File: src/rtl/ws_pkg.sv
package ws_pkg;
  localparam int WS_W = 3;
  typedef logic [WS_W-1:0] ws_state_t;
  localparam ws_state_t ST_IDLE   = 3'd0;
  localparam ws_state_t ST_REMOVE = 3'd1;
  localparam ws_state_t ST_HOLD2  = 3'd2;
endpackage

File: src/rtl/ws_region_lut.sv
module ws_region_lut #(
  parameter int NREG = 4,
  parameter logic [NREG*8-1:0] REG_LO  = {8'h80, 8'h1E, 8'h1D, 8'h00},
  parameter logic [NREG*8-1:0] REG_HI  = {8'hBF, 8'h1E, 8'h1D, 8'h00},
  parameter logic [NREG*3-1:0] REG_CNT = {3'd1, 3'd2, 3'd1, 3'd1}
) (
  input  logic [7:0] addr_hi,
  output logic [2:0] need
);
  logic [NREG-1:0] hit;

  for (genvar g = 0; g < NREG; g++) begin : g_reg
    localparam logic [7:0] LO   = REG_LO[g*8 +: 8];
    localparam logic [7:0] SPAN = REG_HI[g*8 +: 8] - REG_LO[g*8 +: 8];
    logic [7:0] off;
    assign off    = addr_hi - LO;
    assign hit[g] = (off <= SPAN);
  end

  // lowest index has priority
  always_comb begin
    need = '0;
    for (int i = NREG - 1; i >= 0; i--) begin
      if (hit[i]) need = REG_CNT[i*3 +: 3];
    end
  end
endmodule

File: src/rtl/ws_fsm.sv
module ws_fsm
  import ws_pkg::*;
(
  input  logic      clk,
  input  logic      rst_n,
  input  logic [2:0] need,
  input  logic      stale,
  input  logic      hold_ack_n,
  output logic      wait_n
);
  ws_state_t state, nxt;
  logic [2:0] tgt;
  logic       start;

  assign start = stale & hold_ack_n & (need != 3'd0);

  always_comb begin
    nxt    = state;
    wait_n = 1'b1;
    case (state)
      ST_IDLE: begin
        wait_n = ~start;
        if (start) nxt = (need == 3'd1) ? ST_REMOVE : ST_HOLD2;
      end
      ST_REMOVE: begin
        wait_n = 1'b1;
        nxt    = ST_IDLE;
      end
      default: begin
        wait_n = 1'b0;
        nxt    = (state == tgt) ? ST_REMOVE : state + 3'd1;
      end
    endcase
  end

  always_ff @(posedge clk or negedge rst_n) begin
    if (!rst_n) begin
      state <= ST_IDLE;
      tgt   <= '0;
    end else begin
      state <= nxt;
      if (state == ST_IDLE && start) tgt <= need;
    end
  end

  a_r2_hold_ack_blocks: assert property (@(posedge clk) disable iff (!rst_n)
    (state == ST_IDLE && !hold_ack_n) |=> state == ST_IDLE);
  a_r3_zero_stays_idle: assert property (@(posedge clk) disable iff (!rst_n)
    (state == ST_IDLE && need == 3'd0) |=> state == ST_IDLE);
  a_r4_single_to_remove: assert property (@(posedge clk) disable iff (!rst_n)
    (state == ST_IDLE && stale && hold_ack_n && need == 3'd1) |=> state == ST_REMOVE);
  a_r4_remove_releases: assert property (@(posedge clk) disable iff (!rst_n)
    (state == ST_REMOVE) |-> wait_n);
  a_r4_remove_exits: assert property (@(posedge clk) disable iff (!rst_n)
    (state == ST_REMOVE) |=> state == ST_IDLE);
  a_r5_hold_asserts: assert property (@(posedge clk) disable iff (!rst_n)
    (state >= ST_HOLD2) |-> !wait_n);
  a_r5_hold_bounded: assert property (@(posedge clk) disable iff (!rst_n)
    (state >= ST_HOLD2) |-> state <= tgt);
endmodule

File: src/rtl/ws_ready_sync.sv
module ws_ready_sync (
  input  logic clk,
  input  logic rst_n,
  input  logic wait_n,
  input  logic ale,
  input  logic usr_wait_req,
  output logic ready_n
);
  logic q_n;

  always_ff @(negedge clk or negedge rst_n) begin
    if (!rst_n) q_n <= 1'b1;
    else        q_n <= wait_n;
  end

  assign ready_n = q_n & ~(ale & ~wait_n) & ~usr_wait_req;

  a_r6_capture_holds: assert property (@(negedge clk) disable iff (!rst_n)
    !wait_n |=> !ready_n);
  a_r7_user_forces: assert property (@(posedge clk) disable iff (!rst_n)
    usr_wait_req |-> !ready_n);
endmodule

File: src/rtl/ws_gen.sv
module ws_gen #(
  parameter int NREG = 4,
  parameter logic [NREG*8-1:0] REG_LO  = {8'h80, 8'h1E, 8'h1D, 8'h00},
  parameter logic [NREG*8-1:0] REG_HI  = {8'hBF, 8'h1E, 8'h1D, 8'h00},
  parameter logic [NREG*3-1:0] REG_CNT = {3'd1, 3'd2, 3'd1, 3'd1}
) (
  input  logic       clk,
  input  logic       rst_n,
  input  logic [7:0] addr_hi,
  input  logic       ale,
  input  logic       stale,
  input  logic       hold_ack_n,
  input  logic       usr_wait_req,
  output logic       wait_n,
  output logic       ready_n
);
  logic [2:0] need;

  ws_region_lut #(.NREG(NREG), .REG_LO(REG_LO), .REG_HI(REG_HI), .REG_CNT(REG_CNT))
    u_lut (.addr_hi(addr_hi), .need(need));

  ws_fsm u_fsm (
    .clk(clk), .rst_n(rst_n), .need(need), .stale(stale),
    .hold_ack_n(hold_ack_n), .wait_n(wait_n)
  );

  ws_ready_sync u_sync (
    .clk(clk), .rst_n(rst_n), .wait_n(wait_n), .ale(ale),
    .usr_wait_req(usr_wait_req), .ready_n(ready_n)
  );

  a_r1_quiet_after_reset: assert property (@(posedge clk) disable iff (!rst_n)
    $rose(rst_n) && !ale && !usr_wait_req |-> ready_n);
endmodule

File: config.mk
export PLATFORM = sky130hd
export DESIGN_NAME = ws_gen
export DESIGN_NICKNAME = d
export VERILOG_FILES = /design/src/rtl/ws_pkg.sv /design/src/rtl/ws_region_lut.sv /design/src/rtl/ws_fsm.sv /design/src/rtl/ws_ready_sync.sv /design/src/rtl/ws_gen.sv
export SDC_FILE = /design/constraint.sdc
export NUM_CORES = 1
export LEC_CHECK = 0
export ABC_AREA = 0
export BUFFER_PORTS_ARGS = -buffer_cell sky130_fd_sc_hd__buf_2
export CAP_MARGIN = 20
export CELL_PAD_IN_SITES_DETAIL_PLACEMENT = 0
export CELL_PAD_IN_SITES_GLOBAL_PLACEMENT = 1
export CORE_UTILIZATION = 37
export DETAILED_ROUTE_END_ITERATION = 7
export PLACE_DENSITY_LB_ADDON = 0.1
export SLEW_MARGIN = 20
export SYNTH_ARGS = -nofsm -noshare
export SYNTH_HDL_FRONTEND = slang
export SYNTH_SLANG_ARGS = --single-unit
File: constraint.sdc
create_clock -name clk -period 3.19 [get_ports clk]
set_input_delay 0.638 -clock clk [delete_from_list [all_inputs] [get_ports clk]]
set_output_delay 0.638 -clock clk [all_outputs]
set_load 0.01 [all_outputs]
# Yosys cells after proc, flatten, opt, wreduce, memory -nomap -nowiden
# Cells that the tools add are included.
dict set report totals {
  reg_bits 7
  in_bits 14
  wordCells 36
}
dict set report op_classes {
  order_cmp 4
  addsub 4
  muxes 9
  bitwise 9
  n_eq_ne 4
  reduce_logical 3
}
# cell n
set ops {}
lappend ops {{$le A8 B1 Y1 const B} 3}
lappend ops {{$sub A8 B5 Y8 const B} 2}
lappend ops {{$le A8 B6 Y1 const B} 1}
lappend ops {{$mux W2} 4}
lappend ops {{$sub A8 B8 Y8 const B} 1}
lappend ops {{$mux W3} 2}
lappend ops {{$pmux W3 S2} 1}
lappend ops {{$and A1 B1 Y1} 5}
lappend ops {{$not A1 Y1} 4}
lappend ops {{$add A3 B1 Y3 const B} 1}
lappend ops {{$eq A3 B1 Y1 const B} 1}
lappend ops {{$eq A3 B3 Y1} 1}
lappend ops {{$logic_not A3 Y1} 1}
lappend ops {{$reduce_bool A3 Y1} 1}
lappend ops {{$eq A2 B1 Y1 const B} 1}
lappend ops {{$ne A2 B1 Y1 const B} 1}
lappend ops {{$pmux W1 S2} 1}
lappend ops {{$logic_and A1 B1 Y1} 1}
lappend ops {{$mux W1} 1}

# Logic depth before layout (Yosys ltp)
# Gate-level depths: netlist of the first run.
dict set report logic_depth {
  word_depth 15
  ltp_mapped 7
  ltp_nobuf 7
}

# Hierarchy
# A second synthesis of the first run with hierarchy kept.
dict set report unflattened {
  cells_unflattened 72
  area_unflattened_um2 649.4
}
# module seq_area_each_um2 area_each_um2 n_inst cells_per_inst
set by_module_without_submodules {}
lappend by_module_without_submodules {ws_fsm 150.1 434.2 1 45}
lappend by_module_without_submodules {ws_region_lut 0.0 158.9 1 23}
lappend by_module_without_submodules {ws_ready_sync 26.3 56.3 1 4}

==> results.json, run 1 <==
{
  "cp-startpoint": "u_sync.q_n$_DFF_NN1_",
  "clkPwrFrac_pct": 14.3,
  "status": "finished with violations",
  "cts_hold_buf": 0,
  "vias": 590,
  "core-area_um2": 1490,
  "ant_nets": 0,
  "p_sw_share_pct": 37.6,
  "powerDensity_nw_per_um2": 596,
  "crit_type": "flop to output port",
  "vdd_drop_max_mv": 0.365,
  "power.internal_w": 0.000337,
  "grt_max_degree": 8,
  "die_w_um": 41.8,
  "relSlewSlack_pct": 77.5,
  "synth_compound_area_share_pct": 33.0,
  "grt_util_all_layers_pct": 18.5,
  "ys_top_cells_by_count": "6 x inv_1, 6 x nor2_1, 5 x dfrtp_1, 5 x ha_1, 4 x nand2_1",
  "top_layer": "met4",
  "synthArstFlopShare_pct": 100,
  "synth_simple_gate_area_share_pct": 19.0,
  "hp-class": "input pin to async pin",
  "root_buffer": "clkbuf_4",
  "setup_ws_ps": -224,
  "port_buffers": 15,
  "hold_viol_final": 0,
  "fin_skew_ps": 53.2,
  "numCtsBuffers": 3,
  "syn_area_um2": 587,
  "syn_area_per_cell_um2": 9.62,
  "io_pins": 16,
  "crit_arrival_ps": 2780,
  "clk_latency_ps": 290,
  "timing.setup.tns_ps": -357,
  "violations": "setup timing",
  "synth_fp_nets": 80,
  "ys_seq_area_share_pct": 25.8,
  "crit_fanout": 1,
  "synth_ff_type": "dfrtp_1",
  "die_h_um": 41.8,
  "synth-edff-count": 0,
  "gp_congestion": 0.834,
  "wl_per_cell_um": 12.0,
  "maxCapViolCount": 0,
  "die_area_um2": 1750,
  "r2r_start": "u_fsm.state[1]$_DFFE_PN0N_",
  "drc_errors": 0,
  "grt_pass1_vias": 579,
  "netlist_instances": 61,
  "via_per_inst": 5.27,
  "place_inst": 106,
  "tightest_slew_ps": 334,
  "finalWirelength_mm": 1.35,
  "crit_required_ps": 2550,
  "initial_core_util_pct": 39.4,
  "synth_seq_cells": 6,
  "clkTransAtPathRegs_ps": 50,
  "synth_area_leaders": "dfrtp_1 21%, ha_1 11%, o32ai_4 4.7%",
  "cts.sinks": 6,
  "yosys_warnings": 0,
  "area_growth_pct": 54.2,
  "critPathLaunchType": "flop",
  "power_frac_seq_pct": 24.1,
  "synth_top_family_by_area": "compound AO/OA/AOI/OAI gates",
  "nNetsFinal": 116,
  "synth_top_area_share_pct": 21.3,
  "combPwrFrac_pct": 61.6,
  "p_switching_w": 0.000203,
  "cts_tree": "yes",
  "fin_cells": 112,
  "grt_pass1_wl_mm": 2.52,
  "firstDrtPassIters": 2,
  "n_antenna_cell": 0,
  "synth_fa_ha_area_share_pct": 10.7,
  "yosys.area.top_type": "dfrtp_1",
  "drt-initial-drc-count": 5,
  "nFillCells": 140,
  "drt-met1-wl_um": 594,
  "clock_path_buffers": 2,
  "drive_above_1_share_pct": 50.0,
  "wl_met2_um": 696,
  "grt_setup_unrepaired": "yes",
  "setup_viol_count_final": 2,
  "htree_levels": 1,
  "synth_mux_area_share_pct": 6.18,
  "power.leakage_nw": 0.425,
  "crit_path_end_kind": "output port",
  "antenna_found_initial": 0,
  "met3_length_um": 41,
  "synth.distinct_cells": 35,
  "overflow": 0,
  "std_cell_rows": 14,
  "dp_hpwl_mm": 1.12,
  "finalMaxSlewViolations": 0,
  "synthXorXnorAreaFrac_pct": 1.49
}
## cell type report
cell class | count | area (µm²) | share of cell area, %
clock buffers | 4 | 26.3 | 2.90
clock inverters | 1 | 3.75 | 0.415
inverters | 5 | 21.3 | 2.35
multi-input cells | 49 | 467 | 51.6
flip-flops and latches | 6 | 151 | 16.7
well taps | 16 | 20.0 | 2.21
repair buffers | 31 | 215 | 23.8
## worst max-delay path, stage by stage (launching register included)
cell and delay, ps:
dfstp_2 510, nor2b_4 110, o311a_1 150, buf_2 120
## routing by layer
layer / up-vias / GRT usage (%)
met5: - / 0
met4: 0 / 7.74
met3: 2 / 2.61
met2: 10 / 31.3
met1: 278 / 23.4
li1: 300 / -
## sequential cells by signal (all words and copies together), names as in the netlist
| signal | count |
|---|---|
| u_fsm.state | 3 |
| u_fsm.tgt | 2 |
| u_sync.q_n | 1 |
## cell usage in the layout, fill, tap and decap left out, types with 2 or more instances in the layout
| cell type | instances |
|---|---|
| inv_1 | 5 |
| nand2_1 | 4 |
| buf_4 | 16 |
| ha_1 | 3 |
| dfrtp_1 | 5 |
| clkbuf_4 | 3 |
| ha_4 | 2 |
| nand4_1 | 2 |
| nor2_1 | 6 |
| a21oi_1 | 2 |
| buf_8 | 2 |
| a21oi_4 | 2 |
| o21ai_0 | 3 |
| buf_2 | 13 |
## path summary, 6_finish.rpt
kind                                              end  slack, ps  cells after the start
setup / recovery                              ready_n       -220                      3
hold / removal             u_fsm.state[0]$_DFFE_PN0N_        210                      1
setup reg to reg                 u_sync.q_n$_DFF_NN1_        300                      7
hold reg to reg              u_fsm.tgt[1]$_DFFE_PN0P_        520                      1
max in group asynchronous        u_sync.q_n$_DFF_NN1_       1210                      1
min in group clk             u_fsm.tgt[1]$_DFFE_PN0P_        520                      1
## stage by stage
step / instance area (µm²) / hold WS, ps / util [%] / setup WS [ps] / power (W)
2_1_floorplan: 603 / 342 / - / -380 / 0.000335
3_5_place_dp: 803 / 472 / 53.9 / -501 / 0.000443
3_3_place_gp: 803 / 470 / 53.9 / -484 / 0.000441
5_1_grt: 905 / 205 / 60.8 / -279 / 0.000587
6_report: 905 / 212 / 60.8 / -224 / 0.000540
4_1_cts: 860 / 211 / 57.7 / -240 / 0.000522
## power groups by stage
stage | Combinational [W] | Clock, W | Sequential, W
after floorplan | 0.000199 | 0.00000392 | 0.000132
after global placement | 0.000308 | 0.00000392 | 0.000129
after detailed placement | 0.000309 | 0.00000392 | 0.000130
after CTS | 0.000313 | 0.0000807 | 0.000129
after global routing | 0.000366 | 0.0000880 | 0.000133
final | 0.000332 | 0.0000774 | 0.000130
## what timing repair did
item                       in CTS  in global routing
setup endpoints to repair       2                  2
setup buffers                   0                  2
pin swaps                       0                  5
cloned                          0                  0
gates resized for setup         8                  7
## cell families (layout without fill, tap and decap cells)
family          count (synthesis)  in the layout
simple gates                   20             20
buf+inv                         6             41
mux                             3              3
compound gates                 20             20
flops                           6              6
xor+xnor                        1              1
fa+ha+maj                       5              5
Note: power is estimated with default switching activity, not from simulation.
==> inputs of run 2 (changes only) <==
==> constraint.sdc (replaced) <==
create_clock -name clk -period 3.9 [get_ports clk]
set_input_delay 0.78 -clock clk [delete_from_list [all_inputs] [get_ports clk]]
set_output_delay 0.78 -clock clk [all_outputs]
set_load 0.01 [all_outputs]
==> run 2 against run 1 <==
The run still ends with setup timing left; critical path depth unchanged; sequential power is 12% lower; largest power group unchanged; die area unchanged; combinational power shrank 30%; critical endpoint unchanged; via count grew 0.34%.
==> results.json, run 2 (synthesized netlist as in run 1, its figures left out) <==
{
  "status": "finished with violations",
  "violations": "setup timing",
  "critPathLaunchType": "flop",
  "cts_hold_buf": 0,
  "grt_max_degree": 8,
  "antenna_found_initial": 0,
  "grt_pass1_wl_mm": 2.48,
  "power.leakage_nw": 0.404,
  "grt_util_all_layers_pct": 18.6,
  "port_buffers": 15,
  "vias": 592,
  "std_cell_rows": 14,
  "vdd_drop_max_mv": 0.269,
  "overflow": 0,
  "cts_tree": "yes",
  "finalMaxSlewViolations": 0,
  "final-seq-area_um2": 151,
  "crit_fanout": 1,
  "drive_above_1_share_pct": 46.2,
  "placed_cell_area_um2": 788,
  "drt-initial-drc-count": 9,
  "multiInputGateArea_um2": 438,
  "setup_ws_ps": -17.5,
  "crit_arrival_ps": 3140,
  "clock_path_buffers": 2,
  "crit_required_ps": 3120,
  "die_area_um2": 1750,
  "clk_latency_ps": 300,
  "dp_slack_ps": -322,
  "tightest_slew_ps": 373,
  "mostFrequentLayoutCells": "14 x buf_2, 14 x buf_4, 6 x inv_1, 6 x nor2_1, 5 x dfrtp_1",
  "grt_pass1_vias": 612,
  "nNetsFinal": 113,
  "n_antenna_cell": 0,
  "drc_errors": 0,
  "grt_setup_unrepaired": "yes",
  "largest_register": "u_fsm.state",
  "hold_viol_final": 0,
  "gp_congestion": 0.757,
  "fin_skew_ps": 54.0,
  "die_h_um": 41.8,
  "dp_hpwl_mm": 1.15,
  "area_growth_pct": 42.0,
  "finalWirelength_mm": 1.39,
  "via_per_inst": 5.43,
  "reg.largest.list": "u_fsm.state (3), u_fsm.tgt (2), u_sync.q_n (1)",
  "initial_core_util_pct": 39.4,
  "die_w_um": 41.8,
  "r2r_slack_ps": 580,
  "ant_nets": 0,
  "clkTransAtPathRegs_ps": 50,
  "nFillCells": 139,
  "largest_register_ffs": 3,
  "io_pins": 16,
  "hp-class": "input pin to async pin",
  "crit_type": "flop to output port",
  "r2r_cells": 7,
  "firstDrtPassIters": 3,
  "numCtsBuffers": 3,
  "cts.sinks": 6,
  "relSlewSlack_pct": 74.9,
  "maxCapViolCount": 0,
  "wl_per_cell_um": 12.8,
  "crit_path_end_kind": "output port",
  "design_area_um2": 833,
  "core-area_um2": 1490,
  "htree_levels": 1,
  "setup_viol_count_final": 1,
  "root_buffer": "clkbuf_4",
  "powerDensity_nw_per_um2": 495
}
run 2: power by group:
part / switching [W] / leakage, nW / internal (W)
Clock: 0.0000269 / 0.0203 / 0.0000403
Combinational: 0.000110 / 0.310 / 0.000121
Sequential: 0.0000253 / 0.0737 / 0.0000891
run 2: final timing paths:
check | start | to
max | u_sync.q_n$_DFF_NN1_ | ready_n
min | rst_n | u_fsm.state[0]$_DFFE_PN0N_
max reg2reg | u_fsm.state[0]$_DFFE_PN0N_ | u_sync.q_n$_DFF_NN1_
min reg2reg | u_fsm.tgt[1]$_DFFE_PN0P_ | u_fsm.tgt[1]$_DFFE_PN0P_
max in group asynchronous | rst_n | u_sync.q_n$_DFF_NN1_
min in group clk | u_fsm.tgt[1]$_DFFE_PN0P_ | u_fsm.tgt[1]$_DFFE_PN0P_
run 2: stage by stage:
step / util (%) / instances / total power [W] / hold slack (ps) / TNS [ps]
floorplan: - / 61 / 0.000274 / 471 / -167
global placement: 52.9 / 104 / 0.000346 / 505 / -280
detailed placement: 52.9 / 104 / 0.000349 / 508 / -322
CTS: 55.5 / 109 / 0.000417 / 338 / -44.9
global route: 56.0 / 109 / 0.000447 / 347 / -77.3
finish: 56.0 / 109 / 0.000413 / 345 / -17.5
run 2: area by class of cell:
type | count | share of cell area, %
multi-input combinational | 49 | 52.6
timing repair buffer | 28 | 21.0
sequential | 6 | 18.2
clock buffer | 4 | 3.15
tap | 16 | 2.40
inverter | 5 | 2.25
clock inverter | 1 | 0.450
run 2: routing by layer:
metal | wire length, µm | global-route usage, %
met1 | 573 | 18.9
met2 | 725 | 33.8
met3 | 48 | 3.04
met4 | 43 | 13.5
met5 | 0 | 0
run 2: critical path, cell delays in order, from the launching register on:
cell     delay (ps)
dfstp_2         500
nor2b_2         120
o311a_1         150
buf_2           120
run 2: what timing repair did:
item / 4_1_cts / 5_1_grt
pin swaps: 3 / 2
setup endpoints to repair: 2 / 2
buffers inserted: 1 / 0
gates resized for setup: 2 / 2
hold endpoints to repair: 0 / 0
==> inputs of run 3 (changes only) <==
--- a/config.mk
+++ b/config.mk
@@ -5,15 +5,16 @@
 export SDC_FILE = /design/constraint.sdc
 export NUM_CORES = 1
 export LEC_CHECK = 0
-export ABC_AREA = 0
+export ABC_AREA = 1
 export BUFFER_PORTS_ARGS = -buffer_cell sky130_fd_sc_hd__buf_2
 export CAP_MARGIN = 20
 export CELL_PAD_IN_SITES_DETAIL_PLACEMENT = 0
 export CELL_PAD_IN_SITES_GLOBAL_PLACEMENT = 1
-export CORE_UTILIZATION = 37
+export CORE_UTILIZATION = 36
 export DETAILED_ROUTE_END_ITERATION = 7
 export PLACE_DENSITY_LB_ADDON = 0.1
 export SLEW_MARGIN = 20
 export SYNTH_ARGS = -nofsm -noshare
 export SYNTH_HDL_FRONTEND = slang
+export SYNTH_HIERARCHICAL = 1
 export SYNTH_SLANG_ARGS = --single-unit
==> run 3 against run 2 <==
The run now ends clean; final cell count rose by 42%; via count rose by 18%; synthesized cell count rose by 70%; wire length rose by 4.6%; clock power fell by 5.2%; register-to-register slack improved by 120 ps; clock skew rose by 0.92 ps; setup slack improved by 120 ps; worst hold slack improved by 9.8 ps; synthesized area rose by 20%; critical endpoint unchanged; highest routed layer unchanged.
==> results.json, run 3 <==
{
  "ys_seq_area_share_pct": 25.0,
  "endpoint": "ready_n",
  "mostFrequentLayoutCell": "nand2_1",
  "crit_arrival_ps": 3010,
  "drt-initial-drc-count": 6,
  "synth_ff_type": "dfrtp_1",
  "ant_nets": 0,
  "grt_setup_unrepaired": "no",
  "yosys_warnings": 6,
  "syn_area_per_cell_um2": 6.79,
  "clkTransAtPathRegs_ps": 50,
  "cp-startpoint": "u_sync/q_n$_DFF_NN1_",
  "crit_path_end_kind": "output port",
  "initial_core_util_pct": 39.6,
  "std_cell_rows": 15,
  "synth_seq_cells": 7,
  "drive_above_1_share_pct": 40.8,
  "hp-class": "input pin to async pin",
  "syn_area_um2": 706,
  "cts_tree": "yes",
  "via_per_inst": 4.52,
  "cts_hold_buf": 0,
  "synth_fp_nets": 123,
  "vdd_drop_max_mv": 0.217,
  "mostFrequentLayoutCells": "25 x nand2_1, 15 x buf_2, 12 x nor2_1",
  "r2r_end": "u_sync/q_n$_DFF_NN1_",
  "synth.distinct_cells": 27,
  "clk_latency_ps": 290,
  "area_growth_pct": 32.8,
  "htree_levels": 1,
  "synthArstFlopShare_pct": 100,
  "numCtsBuffers": 3,
  "power.leakage_nw": 0.471,
  "synth-edff-count": 0,
  "port_buffers": 15,
  "grt_util_all_layers_pct": 17.2,
  "post_cts_buffers": 0,
  "die_h_um": 46.3,
  "synth_most_common_cell": "nand2_1",
  "r2r_start": "u_fsm/state[1]$_DFFE_PN0P_",
  "powerDensity_nw_per_um2": 571,
  "die_w_um": 46.3,
  "core-area_um2": 1780,
  "antenna_found_initial": 0,
  "setup_viol_count_final": 0,
  "finalWirelength_mm": 1.46,
  "root_buffer": "clkbuf_4",
  "dp_hpwl_mm": 1.32,
  "netlist_instances": 104,
  "fin_skew_ps": 54.9,
  "multiInputGateArea_um2": 503,
  "maxCapViolCount": 0,
  "finalMaxSlewViolations": 0,
  "cts.sinks": 7,
  "cts_resized": 0,
  "timing.setup.tns_ps": 0,
  "wl_per_cell_um": 9.39,
  "gp_congestion": 0.762,
  "n_antenna_cell": 0,
  "nFillCells": 181,
  "yosys.area.top_type": "dfrtp_1",
  "firstDrtPassIters": 2,
  "grt_pass1_wl_mm": 2.67,
  "grt_max_degree": 8,
  "status": "complete, no violations",
  "reg.largest.list": "u_fsm/state (3), u_fsm/tgt (3), u_sync/q_n (1)",
  "nNetsFinal": 150,
  "crit_required_ps": 3120,
  "crit_type": "flop to output port",
  "synth_top_area_share_pct": 21.3,
  "critPathLaunchType": "flop",
  "r2r_slack_ps": 700,
  "hold_viol_final": 0,
  "final_core_util_pct": 52.6,
  "vias": 700,
  "final-seq-area_um2": 176,
  "io_pins": 16,
  "die_area_um2": 2140,
  "synth_area_leaders": "dfrtp_1 21%, nand2_1 14%, ha_1 8.9%",
  "ys_top_cells_by_count": "26 x nand2_1, 12 x nor2_1, 10 x inv_1, 6 x dfrtp_1",
  "r2r_cells": 6,
  "overflow": 0,
  "crit_fanout": 1,
  "drc_errors": 0,
  "grt_pass1_vias": 690,
  "clock_path_buffers": 2
}
-- run 3: changes by cell type in the layout (fill, tap and decap cells not counted), sizes merged, moves of 4 or more --
cell and delta:
nand2 +27, nor2 +11, inv +10, nand3 +6, buf -5, o21ai +4
-- run 3: metrics by stage --
step | cell area, µm² | std cells | worst slack, ps | total power, W | hold WS, ps
after floorplan | 752 | 104 | -46.5 | 0.000395 | 484
after global placement | 911 | 151 | -166 | 0.000475 | 511
after detailed placement | 911 | 151 | -190 | 0.000481 | 505
after CTS | 937 | 155 | 87.7 | 0.000544 | 355
after global routing | 937 | 155 | 6.29 | 0.000592 | 354
final | 937 | 155 | 107 | 0.000535 | 355
-- run 3: cell families (layout without fill, tap and decap cells) --
group | Yosys count | count (layout) | share of synthesized area [%]
compound gates | 16 | 16 | 13.8
simple gates | 57 | 57 | 40.6
flops | 7 | 7 | 25.0
other cells | 1 | 1 | 0.531
fa+ha+maj | 5 | 5 | 8.87
xor+xnor | 1 | 1 | 1.24
buf+inv | 17 | 43 | 9.93
-- run 3: worst min path at each step --
stage                             startpoint                         end
finish                                 rst_n    u_fsm/tgt[0]$_DFFE_PN0P_
global route                           rst_n    u_fsm/tgt[1]$_DFFE_PN0P_
detailed placement  u_fsm/tgt[1]$_DFFE_PN0P_    u_fsm/tgt[1]$_DFFE_PN0P_
floorplan                              rst_n  u_fsm/state[0]$_DFFE_PN0P_
global placement    u_fsm/tgt[1]$_DFFE_PN0P_    u_fsm/tgt[1]$_DFFE_PN0P_
CTS                                    rst_n    u_fsm/tgt[0]$_DFFE_PN0P_
-- run 3: metal layers --
metal	up-vias	track usage [%]	routed length, µm
met5	-	0	0
met4	0	7.06	9
met3	2	2.35	40
met2	13	33.5	805
met1	307	17.8	600
li1	378	-	-
-- run 3: layout make-up --
type	count	area share [%]
Timing Repair Buffer	23	14.4
Tap cell	25	3.34
Multi-Input combinational cell	80	53.7
Clock buffer	3	2.40
Inverter	15	6.54
Sequential cell	7	18.8
Clock inverter	2	0.801
-- run 3: where the power goes --
group	switching (W)	internal (W)	total, W
clock	0.0000261	0.0000376	0.0000637
sequential	0.0000329	0.000111	0.000144
combinational	0.000191	0.000137	0.000328
total	0.000250	0.000286	0.000535
-- run 3: worst max-delay path: stages, from the launching register on --
cell and delay, ps:
dfstp_2 510, nand2_1 50, nor2_1 80, buf_2 130
